**src/rtl/alatch_pkg.sv**
```systemverilog
package alatch_pkg;

    // Encoded as {mr_n, en_n}
    typedef enum logic [1:0] {
        MODE_DEMUX = 2'b00,
        MODE_CLEAR = 2'b01,
        MODE_WRITE = 2'b10,
        MODE_HOLD  = 2'b11
    } mode_t;

endpackage

```
**src/rtl/alatch_mode_dec.sv**
```systemverilog
module alatch_mode_dec
    import alatch_pkg::*;
(
    input  logic  mr_n,
    input  logic  en_n,
    output mode_t mode
);

    always_comb begin
        unique case ({mr_n, en_n})
            2'b00:   mode = MODE_DEMUX;
            2'b01:   mode = MODE_CLEAR;
            2'b10:   mode = MODE_WRITE;
            default: mode = MODE_HOLD;
        endcase
    end

    always_comb begin
        if (mr_n && en_n) begin
            a_hold_decode_r2: assert (mode == MODE_HOLD);
        end
    end

endmodule

```
**src/rtl/alatch_bank.sv**
```systemverilog
module alatch_bank
    import alatch_pkg::*;
#(
    parameter int ADDR_W = 2,
    localparam int NBIT  = 1 << ADDR_W
) (
    input  logic              clk,
    input  mode_t             mode,
    input  logic [ADDR_W-1:0] addr,
    input  logic              din,
    output logic [NBIT-1:0]   q
);

    logic [NBIT-1:0] store;
    logic [NBIT-1:0] store_nxt;
    logic [NBIT-1:0] sel;

    // One-hot bit select decoded from the shared address
    for (genvar i = 0; i < NBIT; i++) begin : g_sel
        assign sel[i] = (addr == ADDR_W'(i));
    end

    // Next-state process for the stored bits
    always_comb begin
        unique case (mode)
            MODE_WRITE: store_nxt = (store & ~sel) | (sel & {NBIT{din}});
            MODE_HOLD:  store_nxt = store;
            MODE_DEMUX: store_nxt = '0;
            MODE_CLEAR: store_nxt = '0;
            default:    store_nxt = store;
        endcase
    end

    // State register
    always_ff @(posedge clk) begin
        store <= store_nxt;
    end

    // Output process
    always_comb begin
        unique case (mode)
            MODE_WRITE: q = store;
            MODE_HOLD:  q = store;
            MODE_DEMUX: q = sel & {NBIT{din}};
            MODE_CLEAR: q = '0;
            default:    q = store;
        endcase
    end

    // Assertions
    p_write_lands_r1: assert property (@(posedge clk)
        disable iff (mode == MODE_CLEAR || mode == MODE_DEMUX)
        (mode == MODE_WRITE) |=> (q[$past(addr)] == $past(din)));

    p_single_change_r1: assert property (@(posedge clk)
        disable iff (mode == MODE_CLEAR || mode == MODE_DEMUX)
        (mode == MODE_WRITE) |=> ($countones(q ^ $past(q)) <= 1));

    p_hold_stable_r2: assert property (@(posedge clk)
        disable iff (mode == MODE_CLEAR || mode == MODE_DEMUX)
        (mode == MODE_HOLD) |=> $stable(q));

    p_after_clear_r5: assert property (@(posedge clk)
        disable iff (mode == MODE_DEMUX)
        (mode == MODE_CLEAR) |=> (q == '0));

    p_after_demux_r6: assert property (@(posedge clk)
        disable iff (mode == MODE_DEMUX)
        ($past(mode) == MODE_DEMUX) |-> (q == '0));

    always_comb begin
        if (mode == MODE_DEMUX) begin
            a_demux_onehot_r3: assert ($countones(q) <= 1);
            a_demux_follow_r3: assert (q[addr] == din);
        end
        if (mode == MODE_CLEAR) begin
            a_clear_low_r4: assert (q == '0);
        end
    end

endmodule

```
**src/rtl/dual_addr_latch.sv**
```systemverilog
module dual_addr_latch
    import alatch_pkg::*;
#(
    parameter int ADDR_W = 2,
    localparam int NBIT  = 1 << ADDR_W,
    localparam int NBANK = 2
) (
    input  logic              clk,
    input  logic              mr_n,
    input  logic              en_n,
    input  logic [ADDR_W-1:0] addr,
    input  logic              d_a,
    input  logic              d_b,
    output logic [NBIT-1:0]   qa,
    output logic [NBIT-1:0]   qb,
    output logic [NBANK*NBIT-1:0] q_all
);

    mode_t           mode;
    logic [NBANK-1:0] din;
    logic [NBIT-1:0]  bank_q [NBANK];

    alatch_mode_dec u_mode (
        .mr_n (mr_n),
        .en_n (en_n),
        .mode (mode)
    );

    assign din = {d_b, d_a};

    for (genvar b = 0; b < NBANK; b++) begin : g_bank
        alatch_bank #(.ADDR_W(ADDR_W)) u_bank (
            .clk  (clk),
            .mode (mode),
            .addr (addr),
            .din  (din[b]),
            .q    (bank_q[b])
        );
    end

    assign qa    = bank_q[0];
    assign qb    = bank_q[1];
    assign q_all = {bank_q[1], bank_q[0]};

    // Both banks answer the same address in DEMUX
    p_same_position_r7: assert property (@(posedge clk)
        disable iff (mr_n)
        (!en_n && d_a && d_b) |-> (qa == qb));

endmodule

```
**config.mk**
```make
export PLATFORM = sky130hd
export DESIGN_NAME = dual_addr_latch
export DESIGN_NICKNAME = d
export VERILOG_FILES = /design/src/rtl/alatch_pkg.sv /design/src/rtl/alatch_mode_dec.sv /design/src/rtl/alatch_bank.sv /design/src/rtl/dual_addr_latch.sv
export SDC_FILE = /design/constraint.sdc
export NUM_CORES = 1
export LEC_CHECK = 0
export BUFFER_PORTS_ARGS = -buffer_cell sky130_fd_sc_hd__buf_2
export CORE_AREA = 3 3 40 42
export CTS_CLUSTER_SIZE = 30
export DETAILED_ROUTE_END_ITERATION = 10
export DIE_AREA = 0 0 43 45
export GPL_TIMING_DRIVEN = 0
export PLACE_DENSITY = 0.75
export SLEW_MARGIN = 10
export SYNTH_ARGS = -nofsm -noshare
export SYNTH_HDL_FRONTEND = slang
export SYNTH_SLANG_ARGS = --single-unit
```
**constraint.sdc**
```tcl
create_clock -name clk -period 1.76 [get_ports clk]
set_clock_uncertainty 0.2 [all_clocks]
set_input_delay 0.176 -clock clk [delete_from_list [all_inputs] [get_ports clk]]
set_output_delay 0.176 -clock clk [all_outputs]
set_load 0.02 [all_outputs]
```
==> results of run 1 <==
## stage by stage
step                      util (%)  instance area [µm²]
after floorplan                  -                  607
after global placement        56.5                  726
after detailed placement      56.5                  726
after CTS                     58.2                  748
after global routing          58.2                  748
final                         58.2                  748
## cell families after synthesis
kind of cell,count (synthesis),synth area share (%)
and+or+nand+nor,25,21.6
AOI/OAI and AO/OA,14,16.9
buffers and inverters,12,15.3
DFF,8,39.6
muxes,4,6.60
## cell usage in the layout, fill, tap and decap left out
master and count:
buf_2 22, buf_6 2, clkbuf_4 3, edfxtp_1 8, nand3_1 2, o31ai_1 6
o41ai_1 2, nand2_1 14, nor2b_1 4, nor2_1 1, nand2b_1 2, o21ai_0 2
mux2i_1 4, nand2b_4 2, buf_4 8, a21boi_1 4
## final timing paths
path | to | slack (ns) | from
setup / recovery | qb[0] | 0.18 | en_n
hold / removal | g_bank[0].u_bank.store[0]$_SDFFCE_PN0P_ | 0.13 | d_a
setup reg to reg | g_bank[1].u_bank.store[2]$_SDFFCE_PN0P_ | 0.70 | g_bank[1].u_bank.store[2]$_SDFFCE_PN0P_
hold reg to reg | g_bank[1].u_bank.store[1]$_SDFFCE_PN0P_ | 0.43 | g_bank[1].u_bank.store[1]$_SDFFCE_PN0P_
## per-layer routing
| layer | routed length [µm] | vias up | track usage [%] |
|---|---|---|---|
| li1 | - | 265 | - |
| met1 | 531 | 238 | 14.2 |
| met2 | 665 | 19 | 27.2 |
| met3 | 115 | 2 | 2.79 |
| met4 | 9 | 0 | 9.04 |
| met5 | 0 | - | 0 |
## area by class of cell
| type | count | share of cell area, % |
|---|---|---|
| Multi-Input combinational cell | 43 | 36.6 |
| Sequential cell | 8 | 32.1 |
| Timing Repair Buffer | 20 | 13.4 |
| Buffer | 12 | 12.4 |
| Clock buffer | 3 | 3.01 |
| Tap cell | 15 | 2.51 |
## where the power goes
part           switching, µW  internal, µW  total (µW)
Combinational           92.9          66.8         160
Sequential              7.87           230         238
Clock                   63.9          78.1         142
Total                    165           375         540
## worst min-delay path, cell delays in order
cell and delay [ns]:
buf_2 0.13, nand2_1 0.06, a21boi_1 0.05
==> out/summary.txt, run 1 <==
Fin crit share = 89.7%
Outcome = finished clean
Async SR Flop Fraction = 0%
Worst setup EP type = primary output
Tightest Hold Check Type = in2reg
Layout cells sized above 1 = 43.0%
RePlAce Congestion = 0.798
# fillers = 127
Worst setup margin = 0.182 ns
Worst hold margin = 0.129 ns
Wirelength per Cell = 13.1 µm
DR vias = 524
Maximum vdd drop = 0.316 mV
Root Buffer = clkbuf_4
Height of the chip = 45 µm
Clk slew on worst S/H paths = 0.05 ns
Synth Instances = 63
Crit path launch type = primary input
Non-filler instance count after layout = 101
IO buf count = 20
Crit-path cells = buf_2, nand2b_1, o41ai_1, buf_4, buf_2
Post-cts sizing count = 0
Max Slew Vio Count = 0
Placed instance count = 98
Synthesized area = 607 µm²
TNS Setup = 0 ns
Hold Fails Final Rpt = 0
Most common cell in the netlist = nand2_1
Period minus WS final = 1.58 ns
Pre-CTS setup slack = 0.192 ns
First-pass iteration count of the detailed router = 4
DRC viols = 0
Antenna cells = 0
Tot Pwr = 540 µW
Clock Latency Late Sink = 0.26 ns
Bufs on Longest Clock Path = 2
WP data required = 1.38 ns
CORE AREA = 1280 µm²
Ranking of synthesized cells by area = edfxtp_1 (40%), buf_4 (9.9%), nand2_1 (8.7%)
Global route total overflow = 0
Starting Density = 47.2%
Largest register by flop count = g_bank.u_bank.store
Cell taking the most area after synthesis = edfxtp_1
Synth Register Bits = 8
CTS tree = built
Largest register FFs = 8
Lkg Pwr = 0.000373 µW
Pwr per Cell Area = 721 nW/µm²
Maximum fanout along the worst path = 4
Synth cell count leaders = nand2_1 (14), buf_4 (8), edfxtp_1 (8)
Count of cell types in the netlist = 15
Maxcap violations = 0
CTS buffer count = 3
Global-route usage over all layers = 14.3%
Multi-input gate area = 274 µm²
Number of global-route vias before repair = 496
Slowest stage delay, CP = 0.37 ns
Max Fclk = 634 MHz
Worst-Margin Slew = 0.395 ns
CP bufs+invs = 3
Hold Crit Depth = 3
Post-synthesis sequential area ratio = 39.6%
Path depth of the worst reg2reg path = 2
Post-synth EDFFs = 8
Via density = 5.19
Post-CTS repair timing setup buffer count = 0
Die ar. = 1940 µm²
RSZ-0062 raised after global routing = no
IO Pins = 23
Die Width = 43 µm
DP Wirelength = 933 µm
# setup viols final = 0
Detail Route Antenna Nets = 0
Initial antenna violation count = 0
Largest net degree at the start of global routing = 11
FF/Latch Area = 240 µm²
Max stage delay cell, worst path = o41ai_1
CTS Hold Buffers Added = 0
Largest regs = g_bank.u_bank.store (8)
First-pass GRT wire length = 2.01 mm
DR iter-0 viols = 8
Top delay family on crit path = buffers and inverters
H-Tree Depth = 1
WP depth = 5
Layout area overhead = 23.3%
Critical Path Most Common Cell = buf_2
Arr. time, crit path = 1.20 ns
Syn. warnings = 0
Slew HR = 73.3%
Final wirelength = 1.32 mm
Kind of critical path = in2out
Syn Nets = 70
Nets = 95
Main synth FF type = edfxtp_1
Rows = 13
Post-Syn Area per Cell = 9.63 µm²
CTS sink count = 8
Synth top area share = 39.6%
Note: power is estimated with default switching activity, not from simulation.
==> run 2, diff against run 1 <==
--- a/config.mk
+++ b/config.mk
@@ -5,13 +5,15 @@
 export SDC_FILE = /design/constraint.sdc
 export NUM_CORES = 1
 export LEC_CHECK = 0
+export ABC_AREA = 1
 export BUFFER_PORTS_ARGS = -buffer_cell sky130_fd_sc_hd__buf_2
 export CORE_AREA = 3 3 40 42
 export CTS_CLUSTER_SIZE = 30
 export DETAILED_ROUTE_END_ITERATION = 10
 export DIE_AREA = 0 0 43 45
 export GPL_TIMING_DRIVEN = 0
-export PLACE_DENSITY = 0.75
+export MAX_ROUTING_LAYER = met4
+export PLACE_DENSITY = 0.74
 export SLEW_MARGIN = 10
 export SYNTH_ARGS = -nofsm -noshare
 export SYNTH_HDL_FRONTEND = slang
==> out/summary.txt, run 2 <==
Outcome = finished clean
Met2 Resource Use GR = 18.3% (-9.0 points)
Crit path launch type = register
Final wirelength = 1.21 mm (-8.8%)
Synth Register Bits = 8 (unchanged)
First-pass iteration count of the detailed router = 4 (unchanged)
Syn. warnings = 0 (unchanged)
Most used routing layer = met2
Rows = 13 (unchanged)
Post-cts sizing count = 0 (unchanged)
Layout area overhead = 24.6%
First-pass GRT wire length = 1.84 mm (-8.6%)
CTS sink count = 8 (unchanged)
Largest register FFs = 8 (unchanged)
Period minus WS final = 1.43 ns (-0.147 ns)
Main synth FF type = edfxtp_1
Ranking of synthesized cells by area = edfxtp_1 (40%), nand2_1 (21%), nand3_1 (17%)
CTS tree = built
Number of global-route vias before repair = 437 (-12%)
Worst-Margin Slew = 0.302 ns (-0.0936 ns)
Starting Density = 46.3% (-0.97 points)
Via density = 4.78 (-7.9%)
Synth cell count leaders = nand2_1 (33), nand3_1 (20), buf_4 (10)
CORE AREA = 1280 µm² (unchanged)
# setup viols final = 0 (unchanged)
Worst setup EP type = primary output
Kind of critical path = reg2out
Root Buffer = clkbuf_4
Maximum fanout along the worst path = 2 (-2)
Post-CTS repair timing setup buffer count = 0 (unchanged)
Synthesized area = 594 µm² (-2.1%)
Largest family of logic cells by synthesized area = simple AND/OR/NAND/NOR gates
TNS Setup = 0 ns (unchanged)
Synthesized-area fraction occupied by xor and xnor cells = 0% (unchanged)
Count of cell types in the netlist = 9 (-6)
Met1 usage = 17.8% (+3.5 points)
Fin crit share = 81.3% (-8.4 points)
Nets = 115 (+21%)
Synth top area share = 40.4% (+0.83 points)
Clock Latency Late Sink = 0.24 ns (-0.02 ns)
RSZ-0062 raised after global routing = no
Most frequent cells in the layout = nand2_1 (33), buf_2 (22), nand3_1 (20)
Slew HR = 79.8% (+6.5 points)
DR vias = 578 (+10%)
Post-synthesis mux area share = 0% (-6.6 points)
Max Slew Vio Count = 0 (unchanged)
Placed cell areas = 718 µm² (-1.0%)
Hold Fails Final Rpt = 0 (unchanged)
Lkg Pwr = 0.000433 µW (+16%)
IO buf count = 21 (+5.0%)
NetSw = 154 µW (-6.7%)
Maxcap violations = 0 (unchanged)
Pre-CTS setup slack = 0.421 ns (+0.229 ns)
Clk slew on worst S/H paths = 0.04 ns (about the same)
Post-Syn Area per Cell = 7.25 µm² (-25%)
Maximum vdd drop = 0.335 mV (+6.1%)
Most common cell after layout, fill and taps aside = nand2_1
Arr. time, crit path = 1.06 ns (-0.14 ns)
Tightest Hold Check Type = in2reg
Cell taking the most area after synthesis = edfxtp_1
Clock Power Share = 24.2% (-2.1 points)
Async SR Flop Fraction = 0% (unchanged)
Pwr per Cell Area = 702 nW/µm² (-2.6%)
Height of the chip = 45 µm (unchanged)
CTS buffer count = 3 (unchanged)
Largest register by flop count = g_bank.u_bank.store
Post-synth EDFFs = 8 (unchanged)
Wirelength per Cell = 9.96 µm (-24%)
Most common cell in the netlist = nand2_1
Sw Ratio = 29.5% (-0.98 points)
Die ar. = 1940 µm² (unchanged)
Antenna cells = 0 (unchanged)
Final Cell Area = 741 µm² (-1.0%)
# fillers = 118 (-7.1%)
Final core occ = 57.6% (-0.58 points)
Die Width = 43 µm (unchanged)
DP Wirelength = 996 µm (+6.8%)
DR iter-0 viols = 12 (+4)
Largest net degree at the start of global routing = 11 (unchanged)
Reg power frac = 46.3% (+2.2 points)
H-Tree Depth = 1 (unchanged)
Bufs on Longest Clock Path = 2 (unchanged)
Max Fclk = 699 MHz (+10%)
Met3 Track Usage GR = 1.59% (-1.2 points)
Synth Area in Adders = 0% (unchanged)
P_int = 367 µW (-2.3%)
Initial antenna violation count = 0 (unchanged)
Post-synthesis sequential area ratio = 40.4% (+0.83 points)
Comb power frac = 29.4% (-0.2 points)
Worst setup margin = 0.329 ns (+0.147 ns)
WP data required = 1.38 ns (about the same)
IO Pins = 23 (unchanged)
DRC viols = 0 (unchanged)
Largest regs = g_bank.u_bank.store (8)
Synth Instances = 82 (+30%)
Global-route usage over all layers = 13.4% (-0.94 points)
Layout cells sized above 1 = 35.8% (-7.2 points)
Detail Route Antenna Nets = 0 (unchanged)
Synth Area in Compound Gates = 0% (-17 points)
Syn Nets = 89 (+27%)
RePlAce Congestion = 0.787 (-1.4%)
CTS Hold Buffers Added = 0 (unchanged)
Global route total overflow = 0 (unchanged)
Post-Synth Simple-Gate Area = 43.6% (+22 points)
[run 2: worst max-delay path, cell delays in order, from the launching register on]
cell and delay, ns:
edfxtp_1 0.39, nand2_1 0.09, nand2_1 0.07, buf_4 0.12, buf_2 0.15
[run 2: power by group through the flow]
stage,logic (µW),clock network [µW],registers [µW]
floorplan,107,0,241
global placement,152,0,244
detailed placement,154,0,244
CTS,154,134,240
global route,167,149,241
finish,153,126,241
[run 2: path summary, 6_finish.rpt]
path | from | depth (start not counted) | slack (ns) | endpoint
worst min-delay path | mr_n | 3 | 0.12 | g_bank[1].u_bank.store[1]$_SDFFCE_PN0P_
worst max-delay path | g_bank[0].u_bank.store[1]$_SDFFCE_PN0P_ | 4 | 0.33 | qa[1]
worst max register to register | g_bank[1].u_bank.store[3]$_SDFFCE_PN0P_ | 2 | 0.75 | g_bank[1].u_bank.store[3]$_SDFFCE_PN0P_
worst min register to register | g_bank[0].u_bank.store[3]$_SDFFCE_PN0P_ | 2 | 0.39 | g_bank[0].u_bank.store[3]$_SDFFCE_PN0P_
[run 2: metrics by stage]
| stage | hold slack [ns] | std cells | power (µW) |
|---|---|---|---|
| 6_report | 0.124 | 121 | 520 |
| 3_3_place_gp | 0.368 | 118 | 395 |
| 3_5_place_dp | 0.372 | 118 | 397 |
| 4_1_cts | 0.117 | 121 | 528 |
| 2_1_floorplan | 0.183 | 82 | 348 |
| 5_1_grt | 0.143 | 121 | 558 |
[run 2: kinds of logic after synthesis]
logic type,after synthesis
simple gates,59
buf+inv,15
flops,8
[run 2: metal layers]
layer / share of wire (%) / vias up
met5: 0 / -
met4: 1.0 / 0
met3: 7.5 / 2
met2: 47 / 18
met1: 45 / 248
li1: - / 310
[run 2: final cells by class]
class / instances / area (µm²) / share of cell area [%]
multi-input cells: 59 / 259 / 35.0
flip-flops and latches: 8 / 240 / 32.4
repair buffers: 21 / 105 / 14.2
plain buffers: 11 / 80.1 / 10.8
clock buffers: 3 / 22.5 / 3.04
well taps: 15 / 18.8 / 2.53
inverters: 4 / 15.0 / 2.03
